[src/rtl/spi_fiq_pkg.sv]
package spi_fiq_pkg;
    localparam int IRQ_N  = 3;
    localparam int B_DONE = 0;
    localparam int B_RXHI = 1;
    localparam int B_TXLO = 2;

    localparam logic [1:0] A_EN   = 2'd0;
    localparam logic [1:0] A_STAT = 2'd1;
    localparam logic [1:0] A_FCTL = 2'd2;
    localparam logic [1:0] A_LVL  = 2'd3;

    localparam int TX_CLR_BIT = 31;
    localparam int RX_CLR_BIT = 15;
    localparam int FIELD_W    = 8;
endpackage

[src/rtl/byte_fifo.sv]
module byte_fifo #(
    parameter int DEPTH  = 64,
    parameter int DATA_W = 8,
    localparam int CNT_W = $clog2(DEPTH + 1),
    localparam int PTR_W = (DEPTH > 1) ? $clog2(DEPTH) : 1
) (
    input  logic              clk,
    input  logic              rst_n,
    input  logic              clr,
    input  logic              push,
    input  logic [DATA_W-1:0] wdata,
    input  logic              pop,
    output logic [DATA_W-1:0] rdata,
    output logic [CNT_W-1:0]  count
);
    typedef struct packed {
        logic [PTR_W-1:0] wptr;
        logic [PTR_W-1:0] rptr;
        logic [CNT_W-1:0] cnt;
    } fifo_st_t;

    localparam logic [CNT_W-1:0] FULL_C = CNT_W'(DEPTH);
    localparam logic [PTR_W-1:0] LAST_C = PTR_W'(DEPTH - 1);

    fifo_st_t s_d, s_q;
    logic [DATA_W-1:0] mem_q [DEPTH];
    logic push_ok_d, pop_ok_d;

    function automatic logic [PTR_W-1:0] ptr_inc(input logic [PTR_W-1:0] p);
        return (p == LAST_C) ? '0 : p + 1'b1;
    endfunction

    always_comb begin
        s_d       = s_q;
        push_ok_d = push && (s_q.cnt != FULL_C);
        pop_ok_d  = pop && (s_q.cnt != '0);
        if (push_ok_d) s_d.wptr = ptr_inc(s_q.wptr);
        if (pop_ok_d)  s_d.rptr = ptr_inc(s_q.rptr);
        case ({push_ok_d, pop_ok_d})
            2'b10:   s_d.cnt = s_q.cnt + 1'b1;
            2'b01:   s_d.cnt = s_q.cnt - 1'b1;
            default: s_d.cnt = s_q.cnt;
        endcase
        if (clr) s_d = '0;
    end

    always_ff @(posedge clk) begin
        if (!rst_n) s_q <= '0;
        else        s_q <= s_d;
    end

    always_ff @(posedge clk) begin
        if (push_ok_d && !clr) mem_q[s_q.wptr] <= wdata;
    end

    assign rdata = mem_q[s_q.rptr];
    assign count = s_q.cnt;

    p_count_bound_r2: assert property (@(posedge clk) disable iff (!rst_n)
        s_q.cnt <= FULL_C);
    p_full_push_ignored_r2: assert property (@(posedge clk) disable iff (!rst_n)
        (push && !pop && !clr && s_q.cnt == FULL_C) |=> (s_q.cnt == FULL_C));
    p_empty_pop_ignored_r2: assert property (@(posedge clk) disable iff (!rst_n)
        (pop && !push && !clr && s_q.cnt == '0) |=> (s_q.cnt == '0));
    p_clear_empties_r9: assert property (@(posedge clk) disable iff (!rst_n)
        clr |=> (s_q.cnt == '0));
endmodule

[src/rtl/irq_flags.sv]
module irq_flags
    import spi_fiq_pkg::*;
#(
    parameter int DEPTH  = 64,
    localparam int CNT_W = $clog2(DEPTH + 1)
) (
    input  logic             clk,
    input  logic             rst_n,
    input  logic [CNT_W-1:0] rx_cnt,
    input  logic [CNT_W-1:0] tx_cnt,
    input  logic             xfer_done,
    input  logic [IRQ_N-1:0] w1c,
    output logic [IRQ_N-1:0] flags
);
    localparam logic [CNT_W-1:0] RX_HI_C = CNT_W'((3 * DEPTH) / 4);
    localparam logic [CNT_W-1:0] TX_LO_C = CNT_W'(DEPTH / 4);

    typedef struct packed {
        logic [IRQ_N-1:0] flg;
    } flag_st_t;

    flag_st_t s_d, s_q;
    logic [IRQ_N-1:0] cond_d;

    always_comb begin
        cond_d         = '0;
        cond_d[B_DONE] = xfer_done;
        cond_d[B_RXHI] = (rx_cnt >= RX_HI_C);
        cond_d[B_TXLO] = (tx_cnt <= TX_LO_C);
        s_d = s_q;
        for (int i = 0; i < IRQ_N; i++) begin
            if (i == B_DONE) begin
                s_d.flg[i] = cond_d[i] | (s_q.flg[i] & ~w1c[i]);
            end else begin
                s_d.flg[i] = w1c[i] ? 1'b0 : (s_q.flg[i] | cond_d[i]);
            end
        end
    end

    always_ff @(posedge clk) begin
        if (!rst_n) s_q <= '0;
        else        s_q <= s_d;
    end

    assign flags = s_q.flg;

    p_rxhi_sets_r4: assert property (@(posedge clk) disable iff (!rst_n)
        (rx_cnt >= RX_HI_C && !w1c[B_RXHI]) |=> flags[B_RXHI]);
    p_txlo_sets_r5: assert property (@(posedge clk) disable iff (!rst_n)
        (tx_cnt <= TX_LO_C && !w1c[B_TXLO]) |=> flags[B_TXLO]);
    p_done_sets_r6: assert property (@(posedge clk) disable iff (!rst_n)
        xfer_done |=> flags[B_DONE]);
    p_done_holds_r6: assert property (@(posedge clk) disable iff (!rst_n)
        (flags[B_DONE] && !w1c[B_DONE]) |=> flags[B_DONE]);
    p_w1c_clears_r7: assert property (@(posedge clk) disable iff (!rst_n)
        w1c[B_RXHI] |=> !flags[B_RXHI]);
endmodule

[src/rtl/spi_fifo_irq_unit.sv]
module spi_fifo_irq_unit
    import spi_fiq_pkg::*;
#(
    parameter int DEPTH  = 64,
    parameter int DATA_W = 8,
    localparam int CNT_W = $clog2(DEPTH + 1)
) (
    input  logic              clk,
    input  logic              rst_n,
    input  logic              reg_wr,
    input  logic [1:0]        reg_addr,
    input  logic [31:0]       reg_wdata,
    output logic [31:0]       reg_rdata,
    input  logic              tx_push,
    input  logic [DATA_W-1:0] tx_wdata,
    input  logic              tx_pop,
    output logic [DATA_W-1:0] tx_rdata,
    input  logic              rx_push,
    input  logic [DATA_W-1:0] rx_wdata,
    input  logic              rx_pop,
    output logic [DATA_W-1:0] rx_rdata,
    input  logic              xfer_done,
    output logic              irq
);
    typedef struct packed {
        logic [IRQ_N-1:0] en;
    } ctl_st_t;

    ctl_st_t s_d, s_q;
    logic [IRQ_N-1:0] w1c_d;
    logic [IRQ_N-1:0] flags;
    logic             tx_clr_d, rx_clr_d;
    logic [CNT_W-1:0] tx_cnt, rx_cnt;
    logic             unused_wdata;

    assign unused_wdata = ^{reg_wdata[30:16], reg_wdata[14:IRQ_N]};

    always_comb begin
        s_d      = s_q;
        w1c_d    = '0;
        tx_clr_d = 1'b0;
        rx_clr_d = 1'b0;
        if (reg_wr) begin
            case (reg_addr)
                A_EN:    s_d.en   = reg_wdata[IRQ_N-1:0];
                A_STAT:  w1c_d    = reg_wdata[IRQ_N-1:0];
                A_FCTL: begin
                    tx_clr_d = reg_wdata[TX_CLR_BIT];
                    rx_clr_d = reg_wdata[RX_CLR_BIT];
                end
                default: ;
            endcase
        end
    end

    always_ff @(posedge clk) begin
        if (!rst_n) s_q <= '0;
        else        s_q <= s_d;
    end

    byte_fifo #(.DEPTH(DEPTH), .DATA_W(DATA_W)) u_tx_fifo (
        .clk(clk), .rst_n(rst_n), .clr(tx_clr_d),
        .push(tx_push), .wdata(tx_wdata),
        .pop(tx_pop), .rdata(tx_rdata), .count(tx_cnt)
    );

    byte_fifo #(.DEPTH(DEPTH), .DATA_W(DATA_W)) u_rx_fifo (
        .clk(clk), .rst_n(rst_n), .clr(rx_clr_d),
        .push(rx_push), .wdata(rx_wdata),
        .pop(rx_pop), .rdata(rx_rdata), .count(rx_cnt)
    );

    irq_flags #(.DEPTH(DEPTH)) u_flags (
        .clk(clk), .rst_n(rst_n),
        .rx_cnt(rx_cnt), .tx_cnt(tx_cnt),
        .xfer_done(xfer_done), .w1c(w1c_d),
        .flags(flags)
    );

    always_comb begin
        reg_rdata = '0;
        case (reg_addr)
            A_EN:    reg_rdata[IRQ_N-1:0] = s_q.en;
            A_STAT:  reg_rdata[IRQ_N-1:0] = flags;
            A_LVL:   reg_rdata = {8'b0, FIELD_W'(tx_cnt), 8'b0, FIELD_W'(rx_cnt)};
            default: reg_rdata = '0;
        endcase
    end

    assign irq = |(flags & s_q.en);

    p_masked_quiet_r8: assert property (@(posedge clk) disable iff (!rst_n)
        (s_q.en == '0) |-> !irq);
    p_enable_write_r8: assert property (@(posedge clk) disable iff (!rst_n)
        (reg_wr && reg_addr == A_EN) |=> (s_q.en == $past(reg_wdata[IRQ_N-1:0])));
    p_reset_quiet_r10: assert property (@(posedge clk)
        !rst_n |=> (s_q.en == '0));
endmodule

[config.mk]
export PLATFORM = sky130hd
export DESIGN_NAME = spi_fifo_irq_unit
export DESIGN_NICKNAME = d
export VERILOG_FILES = /design/src/rtl/spi_fiq_pkg.sv /design/src/rtl/byte_fifo.sv /design/src/rtl/irq_flags.sv /design/src/rtl/spi_fifo_irq_unit.sv
export SDC_FILE = /design/constraint.sdc
export NUM_CORES = 1
export LEC_CHECK = 0
export BUFFER_PORTS_ARGS = -buffer_cell sky130_fd_sc_hd__buf_2
export CELL_PAD_IN_SITES_DETAIL_PLACEMENT = 1
export CELL_PAD_IN_SITES_GLOBAL_PLACEMENT = 1
export CORE_AREA = 3 3 501 255
export DETAILED_ROUTE_END_ITERATION = 6
export DIE_AREA = 0 0 504 258
export GPL_ROUTABILITY_DRIVEN = 0
export GPL_TIMING_DRIVEN = 0
export PLACE_DENSITY = 0.52
export SYNTH_ARGS = -nofsm -noshare
export SYNTH_HDL_FRONTEND = slang
export SYNTH_SLANG_ARGS = --single-unit
[constraint.sdc]
create_clock -name clk -period 5.2 [get_ports clk]
set_input_delay 0.52 -clock clk [delete_from_list [all_inputs] [get_ports clk]]
set_output_delay 0.52 -clock clk [all_outputs]
set_load 0.03 [all_outputs]
# After elaboration in Yosys (flattened, before gate mapping)
# Memories as Yosys holds them, arrays and structs flattened. A register that Yosys moved wholly into a read port is not among the register bits.
# Cells that the tools add are included.
[op_classes] n_addsub=8 multipliers=0 div_mod_pow=0 magnitude_cmp=2 n_eq_ne=13 shift=0 muxes=22 bitwise=7 n_reduce_logical=19
[ops] cell="6-bit 2-to-1 mux" n=8
[ops] cell="7-bit one-hot mux with 2 select lines" n=2
[ops] cell="6-bit by 1-bit adder with 6-bit output (second input constant)" n=4
[ops] cell="6-bit equality test (second input constant)" n=4
[ops] cell="20-bit 2-to-1 mux" n=1
[ops] cell="7-bit by 1-bit adder with 7-bit output (second input constant)" n=2
[ops] cell="7-bit != test (second input constant)" n=2
[ops] cell="7-bit nonzero test" n=2
[ops] cell="7-bit by 1-bit subtractor with 7-bit output (second input constant)" n=2
[ops] cell="3-bit one-hot mux with 3 select lines" n=1
[ops] cell="2-bit equality test (second input constant)" n=4
[ops] cell="1-bit 2-to-1 mux" n=8
[ops] cell="2-bit OR reduction" n=4
[ops] cell="7-bit by 6-bit greater-or-equal comparator with 1-bit output (second input constant)" n=1
[ops] cell="7-bit by 5-bit less-or-equal comparator with 1-bit output (second input constant)" n=1
[ops] cell="2-bit by 1-bit equality test with 1-bit output (second input constant)" n=3
[ops] cell="1-bit logical AND" n=6
[ops] cell="3-bit 2-to-1 mux" n=2
[ops] cell="2-bit nonzero test" n=2
[ops] cell="3-bit AND" n=1
[ops] cell="1-bit bitwise OR" n=3
[ops] cell="3-bit OR reduction" n=1
[ops] cell="1-bit zero test" n=2
[ops] cell="2-bit zero test" n=1
[ops] cell="other kinds (3)" n=4
[word_totals] register_bits=44 latch_bits=0 ram_bits=1024 rom_bits=0 input_bits=58 word_cells=83 n_memories=2
[memory_table] memory="u_rx_fifo.mem_q" words=64 width=8 read_ports=1 rd_ports_with_merged_regs=1 wr=1 line="byte_fifo.sv:26" text="logic [DATA_W-1:0] mem_q [DEPTH];"
[memory_table] memory="u_tx_fifo.mem_q" words=64 width=8 read_ports=1 rd_ports_with_merged_regs=1 wr=1 line="byte_fifo.sv:26"

# Logic depth before layout (Yosys ltp)
[logic_depth] depth_word=7 ltp_mapped=11

# Cells and area by module
# Synthesis repeated with hierarchy kept, for this count alone.
[unflattened] cells_unflattened=2324 area_unflattened_um2=43563.0
[by_module_without_submodules] module="byte_fifo at u_tx_fifo" n_inst=1 cells_each=1161 area_each_um2=21645.8 seq_area_each_um2=15875.2
[by_module_without_submodules] module="byte_fifo at u_rx_fifo" n_inst=1 cells_each=1086 area_each_um2=21307.9 seq_area_each_um2=15875.2
[by_module_without_submodules] module="spi_fifo_irq_unit" n_inst=1 cells_each=65 area_each_um2=480.5 seq_area_each_um2=60.1
[by_module_without_submodules] module="irq_flags" n_inst=1 cells_each=12 area_each_um2=128.9 seq_area_each_um2=60.1

# Worst setup path after synthesis
# OpenSTA, ideal clock, no wires.
[synth_timing] kind="reg2reg" startpoint="register u_rx_fifo.s_q, in the netlist u_rx_fifo.count[2]" endpoint="register u_rx_fifo.s_q, in the netlist u_rx_fifo.count[5]" setup_time_ns=0.063 t_arrival_ns=2.802 required_ns=5.137 setup_slack_ns=2.335 stages_incl_launch_ff=11 path_buffers=0 period_less_slack_ns=2.865 cell_sequence="dfxtp_1 > or4_1 > o41a_1 > clkinv_2 > ha_1 > ha_1 > a21o_1 > a21oi_1 > o21bai_1 > a2111oi_0 > nand3b_1"
[synth_via] elab_chain_len=4 elab_cells_between_ends=10
[synth_lines] item="start: declaration" line="byte_fifo.sv:25" text="fifo_st_t s_d, s_q;"
[synth_lines] item="start signal: assignment" line="byte_fifo.sv:48" text="if (!rst_n) s_q <= '0;"
[synth_lines] item="start signal: assignment" line="byte_fifo.sv:49" text="else s_q <= s_d;"
[synth_lines] item="branches (longest 4 deep; another with 7-bit by 1-bit subtractor with 7-bit output)"
# Parallel ways; which one is timed is not known.
# A chain may end at the register's enable or synchronous reset.

==> key figures <==
Status
  – Run status: finished, final reports clean

Synthesis
  – Number of flops mapped to enable cells by yosys: 1024
  – Synth warnings: 0
  – Cell variety after synth: 73
  – FFs w/ async S/R, synth: 0
  – Fraction of the yosys area taken by sequential cells: 0.738
  – Post-synth top flop: edfxtp_1
  – Mean Syn Cell Area: 18.5 sq um
  – Cell Area, Synth: 43200 sq um
  – Cell type contributing the most total cell area after synthesis: edfxtp_1
  – Post-synthesis register bit count: 1080
  – Share of Yosys cell area claimed by the top area cell type: 0.712
  – Leading post-synthesis cells by cell area: edfxtp_1 71%, mux4_2 11%, dfxtp_1 2.6%, mux2i_1 2.5%, nor2_1 1.6%
  – Gate count of the mapped netlist: 2333

Worst setup path
  – Signal arrival time at the worst endpoint: 3.87 ns
  – Critical-path cell list: buf_2 -> buf_2 -> buf_2 -> mux4_2 -> a22oi_1 -> a31o_1 -> o211ai_1 -> buf_2
  – Element type at the critical path start: flip-flop
  – Worst-path maximum fanout: 10
  – Count of buffering cells on the critical path with inverters included: 4
  – Top cell family by delay on the critical path: buffers and inverters
  – Data required time at the worst endpoint: 4.68 ns
  – Highest-delay cell along the critical path: a22oi_1
  – Max incr delay on CP: 0.52 ns
  – Crit. End Element: primary output
  – Most prevalent standard cell on the critical path: buf_2
  – Setup Crit Path Kind: flip-flop to primary output

Clock tree
  – Number of hold-repair buffers added at the cts stage: 1
  – H-tree Lvls: 3
  – Total clock sinks: 1080
  – Clock buffers created by TritonCTS: 102
  – Clock buffer depth: 3
  – Later-pin clock latency in the skew report: 0.71 ns
  – Setup bufs post-CTS: 0
  – Clock input transition at the sequential cells of the worst setup and hold paths: 0.06 ns
  – Number of instances resized during post-cts repair: 0
  – TritonCTS clock tree: built
  – Clock Root Buffer: clkbuf_16

Placed design
  – DP Wirelength: 78900 um
  – IO buf count: 60

Run
  – Number of maximum-capacitance constraint violations: 0

STA
  – Max-slew headroom: 0.124
  – Period Utilization, post-route: 0.843
  – Max Clock Freq: 228 MHz
  – Fin. Hold Viols: 0
  – Number of failing setup endpoints in the final timing report: 0
  – Summed negative setup slack over all endpoints: 0 ns
  – Final slew viol count: 0
  – RSZ-0062 raised after global routing: no
  – Minimum period implied by the final worst setup slack: 4.39 ns
  – Hold Slack: 0.0733 ns
  – Clock tree skew after final layout: 0.0187 ns
  – Measured slew at the worst slew-check pin: 1.31 ns

Cells and area
  – Layout fillers: 12000
  – Fraction of final layout cells with drive strength greater than 1: 0.214
  – Post-layout nets: 2592
  – Signed area change from the synthesized netlist to the final layout: 13.7%
  – Number of antenna diodes: 0

Power
  – Net switching power of the design: 6.13 mW
  – Cell area power density: 445 nW/um^2
  – Power share of the clock group: 0.356
  – Leak pwr: 15.1 nW
  – P_int: 15.7 mW
  – Combinational share of power: 0.197
  – Proportion of power drawn by flip-flops and latches: 0.446
  – Highest ir drop seen on vdd: 0.252 mV
  – Switch share: 0.280

Detailed routing
  – Antenna-violating nets left: 0
  – Average wire per standard cell: 28.7 um
  – Total routed wirelength: 123000 um
  – First-iteration detailed-routing DRC count: 2044
  – Number of iterations in the first detailed-routing pass: 5
  – DR vias/cell: 5.30
  – Vias post-DR: 22700
  – # DRC: 0

GRT
  – Global-route wire length before repair: 177000 um
  – Overall overflow remaining after global route: 0
  – Number of global-route vias before repair: 23700
  – Global-route usage over all layers: 0.188
  – Number of antenna violations at the first check in global routing: 2
  – Pin count of the biggest net entering global routing: 65

Floorplanning
  – Die area: 130000 sq um
  – Ports: 107
  – Total number of placement rows: 91
  – Std-Cell Core Area: 123000 sq um
  – Initial cell density of the core: 0.351
  – Die Wd: 504 um
  – Vertical die dimension: 258 um

Min path
  – Type of the worst min-delay path: input pin to flip-flop
## cell usage after synthesis, drive strengths merged (5+ instances only)
master,count
nor2,186
o22ai,13
or3b,5
o2111ai,8
a221oi,6
a2111oi,13
o21ai,27
a22oi,47
o31ai,10
buf,101
nor2b,58
nand4,8
xor2,15
edfxtp,1024
dfxtp,56
nor3,18
a211o,7
o211ai,14
a21oi,30
ha,16
nor3b,6
inv,14
nand2,102
a211oi,16
or2,5
xnor2,5
nand2b,8
nand3b,10
nand3,37
and3,18
mux4,206
clkbuf,42
or3,7
mux2i,107
mux2,14
and2,7
a311oi,8
a31oi,13
a22o,10
## cell type report
| type | count | area [sq um] | share of cell area |
|---|---|---|---|
| plain buffers | 143 | 846 | 0.0172 |
| clock buffers | 129 | 2760 | 0.0561 |
| clock inverters | 63 | 671 | 0.0136 |
| inverters | 17 | 66.3 | 0.00135 |
| multi-input cells | 1110 | 10500 | 0.213 |
| flip-flops and latches | 1080 | 31900 | 0.649 |
| well taps | 1674 | 2090 | 0.0426 |
| repair buffers | 62 | 350 | 0.00713 |
## layer usage
metal | global-route usage | up-vias | wire length (um)
met1 | 0.267 | 12300 | 56600
li1 | - | 9769 | -
met3 | 0.0304 | 135 | 5630
met4 | 0.0400 | 0 | 2340
met2 | 0.305 | 511 | 58300
met5 | 0 | - | 0
## cells in the final DEF, fill, tap and decap left out, types with 14 or more instances in the layout
cell type     n
mux2i_1     107
nor2_1      186
nand2_1      89
dfxtp_1      56
mux2_2       14
a22oi_1      47
ha_1         16
a21oi_1      30
buf_2        95
nor3_1       18
inv_1        14
clkinv_1     17
conb_1       18
a211oi_1     15
o21ai_0      21
o211ai_1     14
edfxtp_1   1024
clkinv_2     21
mux4_2      204
clkbuf_16   105
nand3_1      35
clkbuf_1     62
buf_4        41
and3_1       17
xor2_1       15
nor2b_1      58
## flip-flops by register name, indices dropped and copies added, names as in the netlist, named ones only
name and count:
u_flags.flags 3, s_q 3, u_rx_fifo.count 7, u_rx_fifo.s_q 12
u_tx_fifo.count 7, u_rx_fifo.mem_q 512, u_tx_fifo.s_q 12, u_tx_fifo.mem_q 512
## power by group through the flow
stage,clock (mW),sequential [mW],combinational (mW)
finish,7.79,9.76,4.31
global route,8.33,9.77,4.61
CTS,7.96,9.76,4.38
detailed placement,0,9.95,4.36
global placement,0,9.95,4.35
floorplan,0,9.90,2.82
## final timing paths
path,from,end,slack [ns],depth (start not counted)
min reg2reg,u_tx_fifo.count[6],u_tx_fifo.count[6],0.51,2
max reg2reg,u_rx_fifo.count[2],u_rx_fifo.count[5],1.76,10
max,flip-flop,tx_rdata[5],0.81,8
min,xfer_done,u_flags.flags[0],0.07,3
## per-stage QoR
step / worst slack, ns / area, sq um / utilization / power, mW / cells
after floorplan: 2.34 / 43300 / - / 12.7 / 2350
after global placement: 1.50 / 45700 / 0.371 / 14.3 / 4084
after detailed placement: 1.52 / 45700 / 0.371 / 14.3 / 4084
after CTS: 0.740 / 49100 / 0.399 / 22.1 / 4277
after global routing: 0.633 / 49100 / 0.399 / 22.7 / 4278
final: 0.815 / 49100 / 0.399 / 21.9 / 4278
## worst register-to-register path, delay by kind of cell (launching register included)
kind	cells	cell delay (ns)
buffers and inverters	1	0.17
AO/OA/AOI/OAI	5	1.46
AND/OR/NAND/NOR	2	0.73
flip-flops	1	0.35
adder cells (fa/ha/maj)	2	0.68
## cells by family after synthesis
logic type,after synthesis,share of synthesized area
AOI/OAI and AO/OA,246,0.0414
xor gates and xnor gates,20,0.00405
adders and majority gates,18,0.00556
buffers and inverters,160,0.0211
DFF,1080,0.738
muxes,327,0.136
other,1,0.0000868
and+or+nand+nor,481,0.0540
No activity file was read; power rests on OpenSTA's default activity.
